$ cat src/rtl/pulse_tally_pkg.sv
package pulse_tally_pkg;

    localparam int PT_CNT_W_DEF = 4;

    typedef enum logic [1:0] {
        PT_ARMED  = 2'd0,   // after reset, line assumed high
        PT_GAP    = 2'd1,   // line low, waiting for a rise
        PT_HIGH   = 2'd2,   // inside a pulse
        PT_LOCKED = 2'd3    // overflow seen, frozen until reset
    } pt_state_e;

    typedef struct packed {
        pt_state_e nxt;
        logic      bump;
    } pt_step_t;

    function automatic pt_step_t pt_step(pt_state_e cur, logic line, logic full);
        pt_step_t s;
        s.nxt  = cur;
        s.bump = 1'b0;
        case (cur)
            PT_ARMED:  if (!line) s.nxt = PT_GAP;
            PT_GAP:    if (line)  s.nxt = PT_HIGH;
            PT_HIGH: begin
                if (!line) begin
                    if (full) begin
                        s.nxt = PT_LOCKED;
                    end else begin
                        s.nxt  = PT_GAP;
                        s.bump = 1'b1;
                    end
                end
            end
            default:   s.nxt = PT_LOCKED;
        endcase
        return s;
    endfunction

endpackage

$ cat src/rtl/pulse_tally_ctrl.sv
module pulse_tally_ctrl
    import pulse_tally_pkg::*;
(
    input  logic      clk,
    input  logic      rst,
    input  logic      din,
    input  logic      full,
    output logic      bump,
    output pt_state_e state
);

    pt_step_t step;

    always_comb begin
        step = pt_step(state, din, full);
        bump = step.bump;
    end

    always_ff @(posedge clk) begin
        if (rst) state <= PT_ARMED;
        else     state <= step.nxt;
    end

    // a high line in the initial state keeps it there
    assert_armed_hold_R2: assert property (@(posedge clk) disable iff (rst)
        (state == PT_ARMED && din) |=> (state == PT_ARMED));

    // closing a pulse while full must lock
    assert_lock_on_full_R7: assert property (@(posedge clk) disable iff (rst)
        (state == PT_HIGH && !din && full) |=> (state == PT_LOCKED));

    // the locked state has no exit but reset
    assert_lock_sticky_R8: assert property (@(posedge clk) disable iff (rst)
        (state == PT_LOCKED) |=> (state == PT_LOCKED));

endmodule

$ cat src/rtl/pulse_tally_count.sv
module pulse_tally_count #(
    parameter int CNT_W = 4
) (
    input  logic             clk,
    input  logic             rst,
    input  logic             bump,
    output logic [CNT_W-1:0] cnt,
    output logic             full
);

    localparam logic [CNT_W-1:0] CNT_MAX = {CNT_W{1'b1}};

    assign full = (cnt == CNT_MAX);

    always_ff @(posedge clk) begin
        if (rst)                cnt <= '0;
        else if (bump && !full) cnt <= cnt + 1'b1;
    end

    // each accepted pulse adds exactly one
    assert_step_one_R3: assert property (@(posedge clk) disable iff (rst)
        bump |=> (cnt == $past(cnt) + 1'b1));

    // no accepted pulse, no change
    assert_hold_idle_R5: assert property (@(posedge clk) disable iff (rst)
        !bump |=> $stable(cnt));

    // the counter must never be asked to pass its ceiling
    assert_no_wrap_R7: assert property (@(posedge clk) disable iff (rst)
        full |-> !bump);

endmodule

$ cat src/rtl/pulse_tally.sv
module pulse_tally
    import pulse_tally_pkg::*;
#(
    parameter int CNT_W = PT_CNT_W_DEF
) (
    input  logic             clk,
    input  logic             rst,
    input  logic             din,
    output logic [CNT_W-1:0] count,
    output logic             fault
);

    pt_state_e state;
    logic      bump;
    logic      full;

    pulse_tally_ctrl u_ctrl (
        .clk   (clk),
        .rst   (rst),
        .din   (din),
        .full  (full),
        .bump  (bump),
        .state (state)
    );

    pulse_tally_count #(.CNT_W(CNT_W)) u_count (
        .clk  (clk),
        .rst  (rst),
        .bump (bump),
        .cnt  (count),
        .full (full)
    );

    assign fault = (state == PT_LOCKED);

    // a fault flag implies a saturated count
    assert_fault_full_R9: assert property (@(posedge clk) disable iff (rst)
        fault |-> full);

    // a reset edge leaves a clean count and no fault
    assert_reset_clean_R1: assert property (@(posedge clk)
        rst |=> (count == '0 && !fault));

endmodule

$ cat config.mk
export PLATFORM = sky130hd
export DESIGN_NAME = pulse_tally
export DESIGN_NICKNAME = d
export VERILOG_FILES = /design/src/rtl/pulse_tally_pkg.sv /design/src/rtl/pulse_tally_ctrl.sv /design/src/rtl/pulse_tally_count.sv /design/src/rtl/pulse_tally.sv
export SDC_FILE = /design/constraint.sdc
export NUM_CORES = 1
export LEC_CHECK = 0
export CAP_MARGIN = 20
export CELL_PAD_IN_SITES_DETAIL_PLACEMENT = 0
export CELL_PAD_IN_SITES_GLOBAL_PLACEMENT = 1
export CORE_AREA = 2 2 39 41
export CTS_CLUSTER_SIZE = 14
export DETAILED_ROUTE_END_ITERATION = 12
export DIE_AREA = 0 0 41 43
export PLACE_DENSITY = 0.51
export SYNTH_ARGS = -nofsm -noshare
export SYNTH_HDL_FRONTEND = slang
export SYNTH_SLANG_ARGS = --single-unit
$ cat constraint.sdc
create_clock -name clk -period 2 [get_ports clk]
set_input_delay 0.4 -clock clk [delete_from_list [all_inputs] [get_ports clk]]
set_output_delay 0.4 -clock clk [all_outputs]
set_load 0.01 [all_outputs]
==> run metrics, run 1 <==
H-tree depth reported by CTS=1; DR vias=264; Setup crit end kind=output port; Comb pwr share=5.3%; synthesis-to-layout area growth=42.45%; run status=completed; global router's overall resource usage=8.945%; gpl congestion=0.8215; Max Clock Skew=1.185 ps; DP Wirelength=430.4 microns; average size of a mapped cell=8.557 sq um; Achievable Freq=588.7 MHz; TritonCTS clock tree=built; final routed wirelength across all metal layers=605 microns; Wirelength per Cell=10.61 microns; fraction of final layout cells sized beyond drive strength 1=9.756%; quantity of I/O buffers inserted on ports=7; Antenna Diode Count=0; count of TritonRoute iterations in the first routing pass=2; gr ovfl total=0; NumNets Final=47; clock root buffer=sky130_fd_sc_hd__clkbuf_4; I/O pin total=8; post-synthesis async set-or-reset flop share=0%; Max transition margin=80.83%; number of library cell types mapped by synthesis=15; power share of the sequential group=49.5%; cell type with the highest aggregate area in the netlist=sky130_fd_sc_hd__dfxtp_1; number of buffers inserted to repair setup after CTS=0; Synth Cell Area=265.3 sq um; final number of setup-violating endpoints=0; net switching power=0.05434 mW; smallest hold slack=505.0 ps; flip-flop cell with the highest count after synthesis=sky130_fd_sc_hd__dfxtp_1; switching share of power=21.58%; area share of the largest cell type after synthesis=45.28%; final slew viol count=0; classification of the worst-slack hold path=flop to flop; starting density of the core=19.17%; flop2flop setup slack=640 ps; number of maximum-capacitance violations=0; portion of total power attributed to the clock network=45.2%; total power=0.2518 mW; top post-synthesis cells by area=sky130_fd_sc_hd__dfxtp_1 45%, sky130_fd_sc_hd__a21oi_1 11%, sky130_fd_sc_hd__nand3_1 5.7%; Static Leak=0.1335 nW; RSZ-0062 raised after global routing=no; antenna violations before repair=0; VDD IR max=0.1513 mV; startpoint type of the worst setup path=flop; synthesized instance count=31; number of buffers inserted during clock tree synthesis=3; min Tclk post-route=1699 ps; Num Clock Sinks=6; register bit total from synthesis=6; number of warnings issued by yosys=0; Internal Power=0.1974 mW; Site Rows=14; data arrival time of the critical path=1300 ps; most frequent cells after synthesis=6 x sky130_fd_sc_hd__a21oi_1, 6 x sky130_fd_sc_hd__dfxtp_1, 3 x sky130_fd_sc_hd__nand3_1; global-route wire length before repair=1000 microns; final hold violation count=0; largest fanout of any net on the critical path=5; total die area=0.001763 sq mm; count of nets left with antenna violations after detail routing=0; horizontal die dimension=41 microns; clock tree buffer depth=2; sequential cell area fraction in the yosys report=45.28%; fraction of the cycle the final worst path needs=84.93%; power per cell area=666.3 mW/mm^2; critical path required time=1600 ps; number of DRC violations after detailed routing=0; area of the core=0.001384 sq mm; Iter 0 DRT Violations=3; chip height=43 microns; Post-Place Cell Area=355.3 sq um; Vias/cell=4.632; Setup TNS Final=0 ps; EDFF count, synth=0; Critical Setup Path Class=flop to output port; post-synth net total=35; post-cts hold buffer count=0; clock insertion delay at the later pin of the skew report=240 ps; maximum number of pins on one net before global-route repair=7; clock transition at the registers of the reported paths=50 ps; total non-filler cell area in the finished layout=377.9 sq um; worst-margin pin slew=286.9 ps; number of global-route vias before repair=227; PostCTS Resize Cnt=0
[flip-flops by register name (all words and copies together) (netlist names)]
name          cells
u_count.cnt       4
u_ctrl.state      2
[worst max-delay path, cell delays in order (launching register included)]
cell                              delay, ps
sky130_fd_sc_hd__dfxtp_1                390
sky130_fd_sc_hd__nand2_1                 90
sky130_fd_sc_hd__inv_1                   50
sky130_fd_sc_hd__clkdlybuf4s50_1        520
[layout by cell type (no fill, tap or decap), types with 2 or more instances in the layout]
cell type,count
sky130_fd_sc_hd__nor3_1,2
sky130_fd_sc_hd__nand2_1,2
sky130_fd_sc_hd__or3_1,2
sky130_fd_sc_hd__o21ai_0,2
sky130_fd_sc_hd__clkbuf_4,3
sky130_fd_sc_hd__nand3_1,3
sky130_fd_sc_hd__clkdlybuf4s50_1,7
sky130_fd_sc_hd__a21oi_1,6
sky130_fd_sc_hd__dfxtp_1,6
[worst paths after layout]
| kind | startpoint | to | cells after the start |
|---|---|---|---|
| worst min register to register | u_ctrl.state[1] | u_ctrl.state[0] | 2 |
| worst max register to register | u_count.cnt[0] | u_count.cnt[0] | 4 |
| worst min-delay path | u_ctrl.state[1] | u_ctrl.state[0] | 2 |
| worst max-delay path | u_ctrl.state[0] | fault | 3 |
[per-stage QoR]
step	util (%)	worst slack [ps]	std cells
floorplan	-	690.2	31
global placement	25.68	164.0	54
detailed placement	25.68	134.4	54
CTS	27.31	286.2	57
global route	27.31	225.3	57
finish	27.31	301.3	57
[layer usage]
metal | part of all wire (%) | global-route usage (%) | up-vias
li1 | - | - | 138
met4 | 0 | 6.000 | 0
met5 | 0 | 0 | -
met3 | 5.3 | 4.712 | 0
met1 | 49 | 13.23 | 121
met2 | 45 | 9.375 | 5
[cell type report]
type,count,area (sq um)
clock buffers,3,22.52
fillers,152,1006
inverters,1,3.754
multi-input cells,24,141.4
flip-flops and latches,6,120.1
well taps,16,20.02
repair buffers,7,70.07
[kinds of logic (layout without fill, tap and decap cells)]
logic type | count (synthesis) | count (layout) | synth area share [%]
compound gates | 10 | 10 | 20.76
fa+ha+maj | 1 | 1 | 4.716
buf+inv | 1 | 11 | 1.414
flops | 6 | 6 | 45.28
simple gates | 13 | 13 | 27.83
[power by group through the flow]
| stage | Combinational [mW] | Clock (mW) | Sequential [mW] |
|---|---|---|---|
| 4_1_cts | 0.0134 | 0.120 | 0.125 |
| 6_report | 0.0132 | 0.114 | 0.125 |
| 3_5_place_dp | 0.0133 | 0 | 0.127 |
| 2_1_floorplan | 0.00449 | 0 | 0.127 |
| 3_3_place_gp | 0.0129 | 0 | 0.127 |
| 5_1_grt | 0.0146 | 0.130 | 0.125 |
No activity file was read; power rests on OpenSTA's default activity.
==> run 2: changes to the inputs <==
Settings changed: PLACE_DENSITY 0.51 to 0.53.
Clock period 2 ns to 1.5 ns, I/O delays scaled along.
==> run metrics, run 2 (synthesized netlist as in run 1, its figures left out) <==
startpoint type of the worst setup path=input pin; clock tree buffer depth=2; final routed wirelength across all metal layers=626 microns; antenna violations before repair=0; maximum number of pins on one net before global-route repair=7; Setup TNS Final=0 ps; starting density of the core=19.17%; max reg flops=4; quantity of I/O buffers inserted on ports=7; chip height=43 microns; Wirelength per Cell=10.61 microns; final slew viol count=0; gr ovfl total=0; Max transition margin=81.79%; NumNets Final=49; count of nets left with antenna violations after detail routing=0; critical path required time=1670 ps; most common cell after layout, fill and taps aside=sky130_fd_sc_hd__a21oi_1; multi-input gate area in the final layout=141.4 sq um; worst-margin pin slew=272.6 ps; Vias/cell=4.627; Iter 0 DRT Violations=11; number of maximum-capacitance violations=0; Static Leak=0.2087 nW; area of the core=0.001384 sq mm; pre-CTS WS=-213.2 ps; total die area=0.001763 sq mm; flop2flop setup slack=130 ps; classification of the worst-slack hold path=flop to flop; clock insertion delay at the later pin of the skew report=240 ps; Num Clock Sinks=6; synthesis-to-layout area growth=50.94%; DR vias=273; number of buffers inserted during clock tree synthesis=3; count of TritonRoute iterations in the first routing pass=4; gpl congestion=0.8221; Site Rows=14; global-route wire length before repair=972 microns; Storage cell area=122.6 sq um; net switching power=0.06985 mW; largest fanout of any net on the critical path=5; Post-Place Cell Area=370.4 sq um; Achievable Freq=693.4 MHz; data arrival time of the critical path=1610 ps; fraction of final layout cells sized beyond drive strength 1=18.60%; number of global-route vias before repair=244; Reg with most FFs=u_count.cnt; I/O pin total=8; clock transition at the registers of the reported paths=50 ps; final hold violation count=0; fraction of the cycle the final worst path needs=96.14%; portion of total power attributed to the clock network=44.4%; Internal Power=0.2652 mW; final number of setup-violating endpoints=0; clock root buffer=sky130_fd_sc_hd__clkbuf_4; number of DRC violations after detailed routing=0; RSZ-0062 raised after global routing=no; TritonCTS clock tree=built; switching share of power=20.85%; Critical Setup Path Class=input pin to flop; DP Wirelength=461.8 microns; min setup slack post-route=57.92 ps; Setup crit end kind=flop; Max Clock Skew=0.9098 ps; Largest regs=u_count.cnt (4), u_ctrl.state (2); H-tree depth reported by CTS=1; total non-filler cell area in the finished layout=400.4 sq um; horizontal die dimension=41 microns; VDD IR max=0.2223 mV; commonest non-fill, non-tap cells in the layout=6 x sky130_fd_sc_hd__a21oi_1, 4 x sky130_fd_sc_hd__dfxtp_1, 3 x sky130_fd_sc_hd__nand3_1, 3 x sky130_fd_sc_hd__clkbuf_4, 3 x sky130_fd_sc_hd__dlymetal6s2s_1; number of buffers inserted to repair setup after CTS=0; filler instances=153; min Tclk post-route=1442 ps; Comb pwr share=5.9%; Antenna Diode Count=0; power share of the sequential group=49.7%; global router's overall resource usage=8.643%; power per cell area=836.7 mW/mm^2; run status=completed
[run 2: final cells by class]
type / count / share of cell area (%)
Clock buffer: 3 / 5.625
Inverter: 1 / 0.9375
Multi-Input combinational cell: 24 / 35.31
Sequential cell: 6 / 30.63
Tap cell: 16 / 5.000
Timing Repair Buffer: 9 / 22.50
[run 2: worst max-delay path, cell delays in order]
cell                              delay (ps)
sky130_fd_sc_hd__clkdlybuf4s50_1         420
sky130_fd_sc_hd__or3b_4                  430
sky130_fd_sc_hd__or3_1                   320
sky130_fd_sc_hd__a21oi_1                 140
[run 2: per-layer routing]
metal	vias up	global-route usage [%]	share of wire [%]
met5	-	0	0
li1	140	-	-
met3	0	3.141	6.5
met4	0	8.000	0
met2	9	10.31	48
met1	124	11.29	45
[run 2: through the flow]
stage | hold WS, ps | util [%] | total power, mW | std cells
after global placement | 500.1 | 26.76 | 0.1890 | 56
after global routing | 543.9 | 28.93 | 0.3516 | 59
after CTS | 503.6 | 28.39 | 0.3445 | 59
final | 513.2 | 28.93 | 0.3350 | 59
after detailed placement | 503.7 | 26.76 | 0.1891 | 56
after floorplan | 369.1 | - | 0.1747 | 31
[run 2: timing repair]
| action | in CTS | in global routing |
|---|---|---|
| resized for setup | 4 | 3 |
| hold buffers | 0 | 0 |
| endpoints found under the setup margin | 3 | 4 |
| pin swaps | 0 | 3 |
| endpoints found under the hold margin | 0 | 0 |
[run 2: worst paths after layout]
path	from	endpoint	cells past startpoint
worst max-delay path	din	u_count.cnt[0]	4
worst min-delay path	u_count.cnt[1]	u_count.cnt[1]	2
worst max register to register	u_count.cnt[0]	u_count.cnt[0]	4
worst min register to register	u_count.cnt[1]	u_count.cnt[1]	2
[run 2: power by group through the flow]
| stage | sequential (mW) | clock, mW | combinational [mW] |
|---|---|---|---|
| 2_1_floorplan | 0.169 | 0 | 0.00598 |
| 3_3_place_gp | 0.169 | 0 | 0.0199 |
| 3_5_place_dp | 0.169 | 0 | 0.0200 |
| 4_1_cts | 0.166 | 0.158 | 0.0198 |
| 5_1_grt | 0.167 | 0.164 | 0.0213 |
| 6_report | 0.167 | 0.149 | 0.0196 |
==> run 3: changes to the inputs <==
Settings changed: PLACE_DENSITY 0.53 to not set, PLACE_DENSITY_LB_ADDON set to 0.25.
==> run metrics, run 3 (synthesized netlist as in run 1, its figures left out) <==
Critical Setup Path Class=input pin to flop; largest fanout of any net on the critical path=4; Achievable Freq=696.6 MHz; fraction of final layout cells sized beyond drive strength 1=18.18%; total power=0.3377 mW; DR vias=285; number of buffers inserted during clock tree synthesis=3; data arrival time of the critical path=1610 ps; Static Leak=0.1813 nW; count of nets left with antenna violations after detail routing=0; filler instances=161; number of global-route vias before repair=257; count of TritonRoute iterations in the first routing pass=2; multi-input gate area in the final layout=141.4 sq um; H-tree depth reported by CTS=1; max reg flops=4; chip height=43 microns; post-cts hold buffer count=0; Max Clock Skew=1.390 ps; Largest regs=u_count.cnt (4), u_ctrl.state (2); Post-Place Cell Area=377.9 sq um; clock root buffer=sky130_fd_sc_hd__clkbuf_4; clock tree buffer depth=2; run status=completed; gr ovfl total=0; Wirelength per Cell=10.57 microns; area of the core=0.001384 sq mm; Site Rows=14; final routed wirelength across all metal layers=634 microns; DP Wirelength=483.6 microns; maximum number of pins on one net before global-route repair=7; Iter 0 DRT Violations=2; worst-margin pin slew=272.7 ps; Max transition margin=81.78%; synthesis-to-layout area growth=50.94%; global-route wire length before repair=1048 microns; classification of the worst-slack hold path=flop to flop; smallest hold slack=496.6 ps; Storage cell area=121.4 sq um; antenna violations before repair=0; final number of setup-violating endpoints=0; clock insertion delay at the later pin of the skew report=240 ps; TritonCTS clock tree=built; critical path required time=1680 ps; number of DRC violations after detailed routing=0; VDD IR max=0.3446 mV; starting density of the core=19.17%; min Tclk post-route=1436 ps; total non-filler cell area in the finished layout=400.4 sq um; NumNets Final=50; total die area=0.001763 sq mm; Vias/cell=4.750; commonest non-fill, non-tap cells in the layout=6 x sky130_fd_sc_hd__a21oi_1, 5 x sky130_fd_sc_hd__dfxtp_1; global router's overall resource usage=9.237%; I/O pin total=8; final slew viol count=0; Setup crit end kind=flop; Num Clock Sinks=6; most common cell after layout, fill and taps aside=sky130_fd_sc_hd__a21oi_1; power per cell area=843.4 mW/mm^2; horizontal die dimension=41 microns; clock transition at the registers of the reported paths=50 ps; number of maximum-capacitance violations=0; gpl congestion=0.8022; startpoint type of the worst setup path=input pin; Reg with most FFs=u_count.cnt; fraction of the cycle the final worst path needs=95.71%; RSZ-0062 raised after global routing=no; Antenna Diode Count=0; final hold violation count=0; quantity of I/O buffers inserted on ports=7
## run 3: critical path, stage by stage
cell and delay [ps]:
sky130_fd_sc_hd__clkdlybuf4s50_1 420, sky130_fd_sc_hd__or3b_4 400, sky130_fd_sc_hd__or3_1 350, sky130_fd_sc_hd__a21oi_1 140
## run 3: power by group
part	switching (mW)	internal [mW]
logic	0.00831	0.0112
clock network	0.0609	0.0907
registers	0.00320	0.163
## run 3: stage by stage
stage | TNS, ps | worst slack (ps) | utilization (%) | instances
finish | 0 | 64.36 | 28.93 | 60
floorplan | 0 | 190.2 | - | 31
CTS | 0 | 41.36 | 28.75 | 60
global route | 0 | 43.16 | 28.93 | 60
global placement | -496.8 | -165.0 | 27.31 | 57
detailed placement | -529.5 | -181.4 | 27.31 | 57
## run 3: area by class of cell
class	instances	area share, %
flip-flops and latches	6	30.31
multi-input cells	24	35.31
well taps	16	5.000
inverters	1	0.9375
repair buffers	10	22.81
clock buffers	3	5.625
## run 3: path summary, 6_finish.rpt
path                     endpoint  cells past startpoint  slack (ps)             from
setup / recovery   u_count.cnt[3]                      4          60              din
hold / removal    u_ctrl.state[0]                      2         500  u_ctrl.state[1]
setup reg to reg   u_count.cnt[0]                      4         120   u_count.cnt[0]
hold reg to reg   u_ctrl.state[0]                      2         500  u_ctrl.state[1]
## run 3: metal layers
metal | GRT usage (%) | up-vias | part of all wire [%]
li1 | - | 142 | -
met1 | 11.90 | 134 | 47
met2 | 11.56 | 7 | 47
met3 | 3.141 | 2 | 4.7
met4 | 8.000 | 0 | 1.3
met5 | 0 | - | 0
## run 3: timing repair
action | in CTS | in global routing
gates resized for setup | 4 | 1
setup buffers | 0 | 0
setup endpoints to repair | 3 | 1
